[config.mk]
export PLATFORM = sky130hd
export DESIGN_NAME = fw_call_dispatch
export DESIGN_NICKNAME = d
export VERILOG_FILES = /design/src/rtl/fw_call_pkg.sv /design/src/rtl/fw_call_classify.sv /design/src/rtl/fw_call_swap.sv /design/src/rtl/fw_call_dispatch.sv
export SDC_FILE = /design/constraint.sdc
export NUM_CORES = 1
export LEC_CHECK = 0
export CAP_MARGIN = 20
export CORE_MARGIN = 10
export CORE_UTILIZATION = 30
export DETAILED_ROUTE_END_ITERATION = 8
export GPL_TIMING_DRIVEN = 0
export PLACE_DENSITY = 0.65
export SLEW_MARGIN = 20
export SYNTH_ARGS = -nofsm -noshare
export SYNTH_HDL_FRONTEND = slang
export SYNTH_SLANG_ARGS = --single-unit
[constraint.sdc]
create_clock -name clk -period 2.1 [get_ports clk]
set_input_delay 0.63 -clock clk [delete_from_list [all_inputs] [get_ports clk]]
set_output_delay 0.63 -clock clk [all_outputs]
set_load 0.01 [all_outputs]
[src/rtl/fw_call_pkg.sv]
package fw_call_pkg;
  typedef enum logic [1:0] {
    KIND_NONE  = 2'd0,
    KIND_FIXED = 2'd1,
    KIND_CALL  = 2'd2
  } disp_kind_e;

  typedef enum logic [1:0] {
    CLS_FIXED   = 2'd0,
    CLS_CALL_LO = 2'd1,
    CLS_CALL_HI = 2'd2,
    CLS_BAD     = 2'd3
  } idx_class_e;
endpackage

[src/rtl/fw_call_classify.sv]
module fw_call_classify
  import fw_call_pkg::*;
#(
  parameter int IDX_W     = 16,
  parameter int CALL_W    = 8,
  parameter int VEC_W     = 4,
  parameter int NUM_FIXED = 12,
  parameter int STRIDE_SH = 6,
  parameter int LO_BASE   = 'h2000
) (
  input  logic [IDX_W-1:0]  idx,
  output idx_class_e        cls,
  output logic [VEC_W-1:0]  vec,
  output logic [CALL_W-1:0] num
);
  localparam int HALF    = 1 << (CALL_W - 1);
  localparam int WIN     = HALF << STRIDE_SH;
  localparam int HI_BASE = LO_BASE + WIN;
  localparam int END_IDX = HI_BASE + WIN;

  // Ranges are disjoint; the fixed vectors sit at the very bottom of the index space.
  always_comb begin
    cls = CLS_BAD;
    vec = '0;
    num = '0;
    if (idx < IDX_W'(NUM_FIXED)) begin
      cls = CLS_FIXED;
      vec = VEC_W'(idx);
    end else if (idx >= IDX_W'(LO_BASE) && idx < IDX_W'(HI_BASE)) begin
      cls = CLS_CALL_LO;
      num = CALL_W'((idx - IDX_W'(LO_BASE)) >> STRIDE_SH);
    end else if (idx >= IDX_W'(HI_BASE) && idx < IDX_W'(END_IDX)) begin
      cls = CLS_CALL_HI;
      num = CALL_W'((idx - IDX_W'(HI_BASE)) >> STRIDE_SH) | CALL_W'(HALF);
    end
  end
endmodule

[src/rtl/fw_call_swap.sv]
module fw_call_swap #(
  parameter int XLEN        = 64,
  parameter int SEL_W       = 2,
  parameter int NUM_BUILTIN = 3,
  parameter int ID_MAX      = 255
) (
  input  logic             clk,
  input  logic             rst_n,
  input  logic             swap_en,
  input  logic [XLEN-1:0]  arg,
  output logic [SEL_W-1:0] sel,
  output logic             builtin,
  output logic [XLEN-1:0]  base,
  output logic             hreset,
  output logic             redir_valid,
  output logic [XLEN-1:0]  redir_addr,
  output logic             result_valid
);
  logic [SEL_W-1:0] sel_d;
  logic             bi_d, hrst_d, redir_d, res_d;
  logic [XLEN-1:0]  base_d, raddr_d;

  // Three-way decode of the swap argument: built-in id, reserved id, entry address.
  always_comb begin
    sel_d   = sel;
    bi_d    = builtin;
    base_d  = base;
    hrst_d  = 1'b0;
    redir_d = 1'b0;
    raddr_d = '0;
    res_d   = 1'b0;
    if (swap_en) begin
      if (arg < XLEN'(NUM_BUILTIN)) begin
        sel_d  = SEL_W'(arg);
        bi_d   = 1'b1;
        base_d = '1;
        hrst_d = 1'b1;
      end else if (arg <= XLEN'(ID_MAX)) begin
        res_d = 1'b1;
      end else begin
        bi_d    = 1'b0;
        base_d  = arg;
        redir_d = 1'b1;
        raddr_d = arg;
      end
    end
  end

  // Reset state equals the outcome of a swap to built-in personality 0.
  always_ff @(posedge clk or negedge rst_n) begin
    if (!rst_n) begin
      sel          <= '0;
      builtin      <= 1'b1;
      base         <= '1;
      hreset       <= 1'b1;
      redir_valid  <= 1'b0;
      redir_addr   <= '0;
      result_valid <= 1'b0;
    end else begin
      sel          <= sel_d;
      builtin      <= bi_d;
      base         <= base_d;
      hreset       <= hrst_d;
      redir_valid  <= redir_d;
      redir_addr   <= raddr_d;
      result_valid <= res_d;
    end
  end

  assert_builtin_reset_R7: assert property (@(posedge clk) disable iff (!rst_n)
    hreset |-> (builtin && base == '1));
  assert_reserved_frozen_R8: assert property (@(posedge clk) disable iff (!rst_n)
    result_valid |-> ($stable(base) && $stable(builtin) && $stable(sel)));
  assert_redirect_matches_R9: assert property (@(posedge clk) disable iff (!rst_n)
    redir_valid |-> (!builtin && base == redir_addr));
endmodule

[src/rtl/fw_call_dispatch.sv]
module fw_call_dispatch
  import fw_call_pkg::*;
#(
  parameter int IDX_W       = 16,
  parameter int XLEN        = 64,
  parameter int MODE_W      = 2,
  parameter int CALL_W      = 8,
  parameter int VEC_W       = 4,
  parameter int NUM_FIXED   = 12,
  parameter int STRIDE_SH   = 6,
  parameter int LO_BASE     = 'h2000,
  parameter int SWAP_NUM    = 'h0A,
  parameter int SEL_W       = 2,
  parameter int NUM_BUILTIN = 3,
  parameter int ID_MAX      = 255
) (
  input  logic              clk,
  input  logic              rst_n,
  input  logic              req_valid,
  input  logic [IDX_W-1:0]  exc_index,
  input  logic [MODE_W-1:0] cur_mode,
  input  logic [XLEN-1:0]   arg,
  input  logic [XLEN-1:0]   epc_in,
  output logic              disp_valid,
  output logic [1:0]        disp_kind,
  output logic [VEC_W-1:0]  vec_id,
  output logic [CALL_W-1:0] call_num,
  output logic              priv_fault,
  output logic              int_err,
  output logic [XLEN-1:0]   epc_out,
  output logic [SEL_W-1:0]  hsel,
  output logic              hsel_builtin,
  output logic [XLEN-1:0]   hbase,
  output logic              hreset,
  output logic              redir_valid,
  output logic [XLEN-1:0]   redir_addr,
  output logic              result_valid,
  output logic [XLEN-1:0]   result
);
  localparam int HALF    = 1 << (CALL_W - 1);
  localparam int HI_BASE = LO_BASE + (HALF << STRIDE_SH);

  idx_class_e        cls;
  logic [VEC_W-1:0]  c_vec;
  logic [CALL_W-1:0] c_num;

  fw_call_classify #(
    .IDX_W(IDX_W), .CALL_W(CALL_W), .VEC_W(VEC_W), .NUM_FIXED(NUM_FIXED),
    .STRIDE_SH(STRIDE_SH), .LO_BASE(LO_BASE)
  ) u_classify (
    .idx(exc_index), .cls(cls), .vec(c_vec), .num(c_num)
  );

  logic              dv_d, pf_d, ie_d, swap_en;
  disp_kind_e        kind_d;
  logic [VEC_W-1:0]  vec_d;
  logic [CALL_W-1:0] num_d;
  logic [XLEN-1:0]   epc_d;

  always_comb begin
    dv_d   = 1'b0;
    kind_d = KIND_NONE;
    vec_d  = '0;
    num_d  = '0;
    pf_d   = 1'b0;
    ie_d   = 1'b0;
    epc_d  = epc_out;
    if (req_valid) begin
      unique case (cls)
        CLS_FIXED: begin
          dv_d   = 1'b1;
          kind_d = KIND_FIXED;
          vec_d  = c_vec;
        end
        CLS_CALL_LO, CLS_CALL_HI: begin
          if (c_num < CALL_W'(HALF) && cur_mode != '0) begin
            pf_d = 1'b1;
          end else begin
            dv_d   = 1'b1;
            kind_d = KIND_CALL;
            num_d  = c_num;
          end
        end
        default: ie_d = 1'b1;
      endcase
      if (dv_d) epc_d = epc_in & ~XLEN'(1);
    end
    swap_en = dv_d && kind_d == KIND_CALL && c_num == CALL_W'(SWAP_NUM);
  end

  always_ff @(posedge clk or negedge rst_n) begin
    if (!rst_n) begin
      disp_valid <= 1'b0;
      disp_kind  <= KIND_NONE;
      vec_id     <= '0;
      call_num   <= '0;
      priv_fault <= 1'b0;
      int_err    <= 1'b0;
      epc_out    <= '0;
    end else begin
      disp_valid <= dv_d;
      disp_kind  <= kind_d;
      vec_id     <= vec_d;
      call_num   <= num_d;
      priv_fault <= pf_d;
      int_err    <= ie_d;
      epc_out    <= epc_d;
    end
  end

  fw_call_swap #(
    .XLEN(XLEN), .SEL_W(SEL_W), .NUM_BUILTIN(NUM_BUILTIN), .ID_MAX(ID_MAX)
  ) u_swap (
    .clk(clk), .rst_n(rst_n), .swap_en(swap_en), .arg(arg),
    .sel(hsel), .builtin(hsel_builtin), .base(hbase), .hreset(hreset),
    .redir_valid(redir_valid), .redir_addr(redir_addr), .result_valid(result_valid)
  );

  assign result = result_valid ? XLEN'(1) : '0;

  assert_single_outcome_R5: assert property (@(posedge clk) disable iff (!rst_n)
    $onehot0({disp_valid, priv_fault, int_err}));
  assert_kernel_only_R4: assert property (@(posedge clk) disable iff (!rst_n)
    (disp_valid && disp_kind == KIND_CALL && call_num < CALL_W'(HALF))
      |-> $past(cur_mode) == '0);
  assert_epc_even_R6: assert property (@(posedge clk) disable iff (!rst_n)
    disp_valid |-> !epc_out[0]);
  assert_high_window_R3: assert property (@(posedge clk) disable iff (!rst_n)
    (disp_valid && disp_kind == KIND_CALL && $past(exc_index) >= IDX_W'(HI_BASE))
      |-> call_num[CALL_W-1]);
  assert_idle_quiet_R11: assert property (@(posedge clk) disable iff (!rst_n)
    !req_valid |=> !(disp_valid || priv_fault || int_err || redir_valid || result_valid));
endmodule

==> reports/qor.yml, run 1 <==
via_per_inst: 4.31
hold_viol: 0
startpoint_type: "primary input"
crit_slowest_cell: "or4b_4"
synth-seq-cells: 214
yosysTopAreaCellShare_pct: 44.5
rows: 60
rsz0062_at_grt: "true"
path_max_fanout: 7
yosys.area.top_type: "dfrtp_1"
globalRouteTotalUtil_pct: 16.7
clk_latency_ns: 0.52
critPathKind: "primary input to flip-flop"
fillCellCount: 2381
end_kind: "flip-flop"
portBuffers: 362
fin_ws_ns: -0.851
syn-cell-area_um2: 8330
required_ns: 2.55
post-route-period-util_pct: 141
yosys_warnings: 0
cts_root_buf: "clkbuf_16"
hold_ws_ns: 0.0488
drv_slew: 0
syn_avg_cell_area_um2: 14.4
cts_sinks: 214
drt_pre_antenna_iters: 4
synthDistinctLibCells: 30
antenna_found_initial: 0
die_x_um: 187
cts_max_path_buffers: 3
synth-seq-area-share_pct: 65.3
drive_gt1_share_pct: 32.2
num_antenna_cells: 0
dieArea_um2: 34800
die_h_um: 187
fin_nets: 1229
holdBufCountCts: 0
maxSlewHeadroom_pct: 57.3
drt-total-wl_um: 30700
leakagePower_nw: 6.82
setup_tns_ns: -118.82
dpl_cell_area_um2: 12900
cap_violations: 0
gp_congestion: 0.760
fmax_mhz: 339
cts_tree: "built"
grt_max_degree: 91
syn-instance-count: 578
powerDensity_nw_per_um2: 709
dr_total_vias: 6319
h-tree-depth: 1
drc_errors: 0
clkTransAtPathRegs_ns: 0.06
routedWlPerCell_um: 20.9
finalPower_mw: 10.2
postRouteAntennaNets: 0
first_iter_violations: 238
period_needed_ns: 2.95
worstPathCellList: "buf_6, nor4_4, nand4_1, and2_4, ha_4, nand2_4, a211oi_4, or4b_4, a21o_4, inv_8, buf_12, buf_12, clkbuf_16, and2_4"
hold_class: "primary input to async pin"
max_stage_delay_ns: 0.53
seqCellArea_um2: 5440
place_ws_ns: -2.24
setup_viol: 197
numCtsBuffers: 25
design_area_um2: 14400
ioPinCount: 428
coreArea_um2: 27200
multi_input_area_um2: 2560
overflow: 0
start_util_pct: 30.7
peakVddDrop_v: 0.000436
grt_pass1_wl_um: 45300
failed_checks: "setup timing"
arrival_ns: 3.40
outcome: "finished with violations"
synth_area_leaders: "dfrtp_1, dfstp_2, mux2_2"
syn_to_final_growth_pct: 72.5
finClkSkew_ns: 0
first_global_vias: 6917
worstMarginPinSlew_ns: 0.635
dp_hpwl_um: 23100
[critical path, delay by kind of cell]
family,cells,cell delay (ns)
adders and majority gates,1,0.27
AOI/OAI and AO/OA,2,0.43
and+or+nand+nor,6,1.48
buffers and inverters,5,0.58
[cell families (layout without fill, tap and decap cells)]
logic type	count (synthesis)	count (layout)	share of synthesized area, %
other	1	64	0.0450
AND/OR/NAND/NOR	123	123	8.92
buffers and inverters	98	552	8.73
AO/OA/AOI/OAI	73	73	7.65
flip-flops	214	214	65.3
adder cells (fa/ha/maj)	4	4	0.601
multiplexers	65	65	8.79
[report_power, final]
group          total, mW  internal (mW)  switching (mW)
clock               4.08           2.39            1.69
sequential          4.53           4.40           0.124
combinational       1.59          0.950           0.638
[layer usage]
metal / global-route usage, % / up-vias / routed length, um
li1: - / 2905 / -
met1: 18.8 / 3106 / 11900
met2: 29.4 / 271 / 15600
met3: 6.35 / 37 / 2590
met4: 3.69 / 0 / 630
met5: 0 / - / 0
[layout make-up]
| class | count | area share (%) |
|---|---|---|
| clock inverters | 6 | 0.279 |
| clock buffers | 40 | 5.09 |
| multi-input cells | 329 | 17.8 |
| repair buffers | 411 | 29.6 |
| flip-flops and latches | 214 | 37.8 |
| inverters | 6 | 0.209 |
| plain buffers | 89 | 5.94 |
| well taps | 372 | 3.24 |
[what timing repair did]
| item | in CTS | in global routing |
|---|---|---|
| cloned | 5 | 7 |
| endpoints found under the hold margin | 0 | 0 |
| pin swaps | 17 | 28 |
| buffers inserted | 33 | 8 |
| setup endpoints to repair | 292 | 210 |
| gates resized for setup | 171 | 41 |
[stage by stage]
step                      util (%)  cells
after floorplan                  -    641
after global placement        47.2   1375
after detailed placement      47.4   1377
after CTS                     52.1   1458
after global routing          52.9   1467
final                         52.9   1467
[path summary, 6_finish.rpt]
kind / startpoint / to / slack, ns / depth (start not counted)
setup / recovery: exc_index[6] / u_swap.redir_addr[17] / -0.85 / 14
hold / removal: rst_n / u_swap.redir_addr[58] / 0.05 / 1
setup reg to reg: epc_out[57] / epc_out[57] / 1.32 / 1
hold reg to reg: epc_out[58] / epc_out[58] / 0.50 / 1
max in group asynchronous: rst_n / u_swap.base[1] / 1.21 / 2
min in group clk: exc_index[11] / call_num[5] / 0.34 / 2
[cells in the final DEF (no fill, tap or decap), types with 4 or more instances in the layout]
master           netlist  routed
clkdlybuf4s50_1        0     262
nor4_1                17      14
clkbuf_1               7      10
clkbuf_16              0      32
dfrtp_1              148     148
dlygate4sd2_1          0      86
buf_4                 71      82
buf_8                  0      17
dfstp_2               66      66
buf_16                 0       4
buf_6                 12      14
o22a_1                64      64
conb_1                 1      64
nor2_1                 4       4
buf_12                 0      13
clkbuf_8               0      11
and2_4                 0      18
mux2_2                65      65
and2_1                78      60
nor3_2                 0       4
nand2_1               10       9
[flip-flops by register name, summed over array words and instances (netlist names), 2 cells and up]
signal and flops:
u_swap.redir_addr 64, disp_kind 2, epc_out 63, u_swap.sel 2
vec_id 4, u_swap.base 64, call_num 8
[synthesized netlist by cell type, drive strengths merged]
cell	n
o22a	64
dfrtp	148
o21ai	2
or4b	2
nor4	17
mux2	65
nand4	2
buf	85
a31oi	1
or3b	1
nor2	4
conb	1
clkbuf	7
nand4b	2
nand2	10
a21o	1
inv	6
ha	4
a211oi	2
o21a	1
a21oi	2
nand3	1
nor3	4
dfstp	66
and2	78
nand2b	2
(Power assumes the default switching activity.)
==> inputs of run 2 (changes only) <==
--- a/config.mk
+++ b/config.mk
@@ -6,7 +6,7 @@
 export NUM_CORES = 1
 export LEC_CHECK = 0
 export CAP_MARGIN = 20
-export CORE_MARGIN = 10
+export CORE_MARGIN = 2
 export CORE_UTILIZATION = 30
 export DETAILED_ROUTE_END_ITERATION = 8
 export GPL_TIMING_DRIVEN = 0
==> constraint.sdc (replaced) <==
create_clock -name clk -period 3.1 [get_ports clk]
set_input_delay 0.93 -clock clk [delete_from_list [all_inputs] [get_ports clk]]
set_output_delay 0.93 -clock clk [all_outputs]
set_load 0.01 [all_outputs]
==> run 2 against run 1 <==
  * The run still ends with setup timing left
  * Sequential power fell by 32%
  * Setup slack improved by 0.76 ns
  * Clock skew unchanged
  * Via count down 0.81%
  * Largest power group unchanged
==> reports/qor.yml, run 2 (synthesis gave the netlist of run 1 again) <==
portBuffers: 362
peakVddDrop_v: 0.000293
routedWlPerCell_um: 18.5
drt-total-wl_um: 27300
antenna_found_initial: 0
fin_nets: 1236
fmax_mhz: 314
leakagePower_nw: 6.43
crit_path_end: "u_swap.base[5]"
num_antenna_cells: 0
fin_ws_ns: -0.0897
cp_num_buf_inv: 5
start_util_pct: 30.2
regToRegSetupSlack_ns: 2.31
met1Wirelength_um: 10700
finClkSkew_ns: 0
drv_slew: 0
postRouteAntennaNets: 0
finalPower_mw: 6.93
gp_congestion: 0.766
r2r_end: "epc_out[36]"
cts_max_path_buffers: 3
worstMarginPinSlew_ns: 0.634
dr_total_vias: 6268
required_ns: 3.54
instances_no_fill: 1478
clkTransAtPathRegs_ns: 0.06
wl_met3_um: 1990
max_stage_delay_ns: 0.54
drc_errors: 0
startpoint_type: "primary input"
rows: 61
syn_to_final_growth_pct: 74.0
ioPinCount: 428
powerDensity_nw_per_um2: 478
dieArea_um2: 29100
h-tree-depth: 1
failed_checks: "setup timing"
outcome: "finished with violations"
numCtsBuffers: 25
rr_worst_depth: 1
cap_violations: 0
dp_hpwl_um: 19500
top_regs: "u_swap.base x64, u_swap.redir_addr x64, epc_out x63"
route.met2.wl_um: 14000
path_max_fanout: 5
fillCellCount: 2345
cts_tree: "built"
cp_common_cell: "buf_12"
drive_gt1_share_pct: 33.1
final_common_cell: "clkdlybuf4s50_1"
setup_viol: 54
cpLargestDelayFamily: "simple AND/OR/NAND/NOR gates"
first_global_vias: 6354
post-place-cells: 1383
setup_tns_ns: -2.45
grt_max_degree: 96
hold_class: "primary input to async pin"
via_per_inst: 4.24
maxSlewHeadroom_pct: 57.3
post-route-period-util_pct: 103
coreArea_um2: 27600
overflow: 0
arrival_ns: 3.63
final_cell_mix: "clkdlybuf4s50_1, dfrtp_1, buf_4, dfstp_2, mux2_2"
timing.critical_path.from: "exc_index[8]"
die_h_um: 171
period_needed_ns: 3.19
critPathKind: "primary input to flip-flop"
drt_pre_antenna_iters: 4
die_x_um: 171
hold_viol: 0
worstPathCellList: "clkdlybuf4s15_1, nor3_4, nand4_1, and2_4, ha_4, nand2_4, a211oi_4, or4b_4, buf_6, a31oi_4, buf_8, buf_12, buf_12, o22a_1"
crit_slowest_cell: "or4b_4"
routed.top_layer: "met4"
globalRouteTotalUtil_pct: 17.6
grt_pass1_wl_um: 38800
clk_latency_ns: 0.51
cts_root_buf: "clkbuf_16"
first_iter_violations: 269
cts_sinks: 214
rsz0062_at_grt: "true"
worst-path-stages: 14
r2r-start: "epc_out[36]"
end_kind: "flip-flop"
-- run 2: cell types whose count changed in the layout (fill, tap and decap cells not counted), sizes merged --
cell | before | now
buf | 132 | 135
clkbuf | 56 | 54
clkdlybuf4s15 | 2 | 5
clkdlybuf4s50 | 262 | 347
clkinv | 3 | 5
dlygate4sd2 | 86 | 3
dlymetal6s2s | 2 | 0
inv | 8 | 7
-- run 2: layout make-up --
| class | instances | area, um2 | share of cell area (%) |
|---|---|---|---|
| timing repair buffer | 416 | 4380 | 30.2 |
| inverter | 6 | 30.0 | 0.207 |
| sequential | 214 | 5440 | 37.5 |
| buffer | 91 | 822 | 5.67 |
| multi-input combinational | 329 | 2570 | 17.7 |
| clock buffer | 37 | 731 | 5.04 |
| clock inverter | 7 | 47.5 | 0.328 |
| tap | 378 | 473 | 3.26 |
-- run 2: stage by stage --
step                setup WS, ns  hold slack [ns]  util [%]  cell area (um2)
floorplan                 -0.327            0.521         -             8670
global placement           -8.11            0.489      46.3            12800
detailed placement         -1.50            0.495      46.5            12800
CTS                       -0.104            0.242      51.5            14200
global route              -0.203            0.262      52.6            14500
finish                   -0.0897            0.262      52.6            14500
-- run 2: what timing repair did --
action	in CTS	in global routing
resized for setup	81	36
pin swaps	19	24
buffers inserted	38	4
endpoints found under the setup margin	198	193
cloned	5	10
hold buffers	0	0
-- run 2: routing by layer --
metal | track usage (%) | up-vias
li1 | - | 2902
met1 | 21.1 | 3088
met2 | 31.3 | 235
met3 | 4.09 | 43
met4 | 5.20 | 0
met5 | 0 | -
-- run 2: worst min-delay path by stage --
stage / startpoint / end
after floorplan: u_swap.base[0] / u_swap.base[0]
after global placement: epc_out[52] / epc_out[52]
after detailed placement: epc_out[19] / epc_out[19]
after CTS: rst_n / epc_out[13]
after global routing: rst_n / epc_out[7]
final: rst_n / epc_out[7]
-- run 2: power by group --
group,total [mW],internal (mW),switching (mW),leakage (nW)
Sequential,3.07,2.98,0.0913,2.69
Clock,2.77,1.63,1.14,0.384
Combinational,1.09,0.671,0.418,3.35
==> inputs of run 3 (changes only) <==
--- a/config.mk
+++ b/config.mk
@@ -11,6 +11,7 @@
 export DETAILED_ROUTE_END_ITERATION = 8
 export GPL_TIMING_DRIVEN = 0
 export PLACE_DENSITY = 0.65
+export SKIP_LAST_GASP = 1
 export SLEW_MARGIN = 20
 export SYNTH_ARGS = -nofsm -noshare
 export SYNTH_HDL_FRONTEND = slang
==> run 3 against run 2 <==
  * The run still ends with setup timing left
  * Critical path depth grew 1
  * Cell count is the same
  * Non-clock buffer count unchanged
  * Register-to-register slack hardly changed
  * Clock-buffer cell count stayed put
  * Setup slack improved by 0.0067 ns
  * Clock power barely moved
  * Core utilization barely moved
  * Cell area about the same
  * Via count shrank 0.26%
  * Critical endpoint is now u_swap.base[12]
  * Highest routed layer unchanged
==> reports/qor.yml, run 3 (synthesis gave the netlist of run 1 again) <==
first_iter_violations: 273
multi_input_area_um2: 2570
globalRouteTotalUtil_pct: 17.6
setup_viol: 58
r2r_end: "epc_out[36]"
drt-total-wl_um: 27300
postRouteAntennaNets: 0
numCtsBuffers: 25
cp_common_cell: "buf_12"
num_antenna_cells: 0
required_ns: 3.55
period_needed_ns: 3.18
arrival_ns: 3.63
startpoint_type: "primary input"
crit_slowest_cell: "or4b_4"
dieArea_um2: 29100
dr_total_vias: 6252
leakagePower_nw: 6.43
drv_slew: 0
rr_worst_depth: 1
start_util_pct: 30.2
first_global_vias: 6365
hold_class: "primary input to async pin"
post-place-cells: 1383
cts_sinks: 214
finalPower_mw: 6.93
seqCellArea_um2: 5440
die_h_um: 171
max_stage_delay_ns: 0.54
worstMarginPinSlew_ns: 0.625
grt_max_degree: 96
instances_no_fill: 1478
regToRegSetupSlack_ns: 2.31
dp_hpwl_um: 19500
maxSlewHeadroom_pct: 58.0
holdBufCountCts: 0
cts_max_path_buffers: 3
clkTransAtPathRegs_ns: 0.06
fin_util_pct: 52.6
drc_errors: 0
path_max_fanout: 5
critPathKind: "primary input to flip-flop"
drt_pre_antenna_iters: 4
worstPathCellList: "clkdlybuf4s15_1, nor3_4, nand4_1, o21ai_2, inv_2, ha_4, nand2_4, a211oi_4, or4b_4, buf_6, a31oi_4, buf_8, buf_12, buf_12, o22a_1"
fin_ws_ns: -0.0830
top_regs: "u_swap.base x64, u_swap.redir_addr x64, epc_out x63"
grt_pass1_wl_um: 38700
design_area_um2: 14500
gp_congestion: 0.766
fin_nets: 1236
failed_checks: "setup timing"
fmax_mhz: 314
portBuffers: 362
clk_latency_ns: 0.51
final_common_cell: "clkdlybuf4s50_1"
peakVddDrop_v: 0.000291
outcome: "finished with violations"
final_cell_mix: "clkdlybuf4s50_1, dfrtp_1, buf_4, dfstp_2, mux2_2"
rsz0062_at_grt: "true"
cap_violations: 0
cts_root_buf: "clkbuf_16"
post-route-period-util_pct: 103
via_per_inst: 4.23
end_kind: "flip-flop"
fillCellCount: 2348
syn_to_final_growth_pct: 74.0
routedWlPerCell_um: 18.5
drive_gt1_share_pct: 33.0
coreArea_um2: 27600
dpl_cell_area_um2: 12800
overflow: 0
antenna_found_initial: 0
ioPinCount: 428
r2r-start: "epc_out[36]"
die_x_um: 171
powerDensity_nw_per_um2: 478
hold_viol: 0
finClkSkew_ns: 0
cts_tree: "built"
h-tree-depth: 1
rows: 61
run 3: cell count changes in the layout (fill, tap and decap cells not counted):
cell	before	now
and2_1	57	58
and2_4	21	20
run 3: layout make-up:
type                       count  area share [%]
buffer                        91            5.67
clock buffer                  37            5.04
clock inverter                 7           0.328
inverter                       6           0.207
multi-input combinational    329            17.7
sequential                   214            37.5
tap                          378            3.26
timing repair buffer         416            30.2
run 3: how the worst max path moves through the flow:
stage / from / endpoint / slack, ns / cells past startpoint
final: exc_index[8] / u_swap.base[12] / -0.08 / 15
after global routing: exc_index[15] / u_swap.base[12] / -0.20 / 14
after CTS: exc_index[14] / u_swap.base[45] / -0.10 / 13
after detailed placement: exc_index[15] / u_swap.base[5] / -1.50 / 12
after global placement: rst_n / u_swap.redir_addr[39] / -8.11 / 1
after floorplan: exc_index[14] / u_swap.base[10] / -0.33 / 12
run 3: through the flow:
| step | hold WS, ns | setup slack, ns | setup TNS [ns] |
|---|---|---|---|
| detailed placement | 0.495 | -1.50 | -247.72 |
| global placement | 0.489 | -8.11 | -1785.77 |
| floorplan | 0.521 | -0.327 | -35.80 |
| CTS | 0.242 | -0.104 | -4.32 |
| finish | 0.261 | -0.0830 | -2.91 |
| global route | 0.262 | -0.202 | -19.75 |
run 3: critical path: cells and delay by family:
kind / cells / cell delay (ns)
buffers and inverters: 6 / 0.84
adder cells (fa/ha/maj): 1 / 0.27
AND/OR/NAND/NOR: 4 / 0.99
AO/OA/AOI/OAI: 4 / 0.60
run 3: routing by layer:
layer	share of wire [%]	global-route usage (%)
met5	0	0
met4	2.4	5.35
met3	7.3	4.07
met2	51	31.2
met1	39	21.1
run 3: timing repair:
action	in CTS	in global routing
setup buffers	38	4
pin swaps	16	24
cloned	5	10
setup endpoints to repair	198	193
gates resized for setup	80	36
run 3: power by group:
group          switching (mW)  total, mW  internal, mW
logic                   0.417       1.09         0.671
clock network            1.14       2.77          1.63
registers              0.0917       3.07          2.98
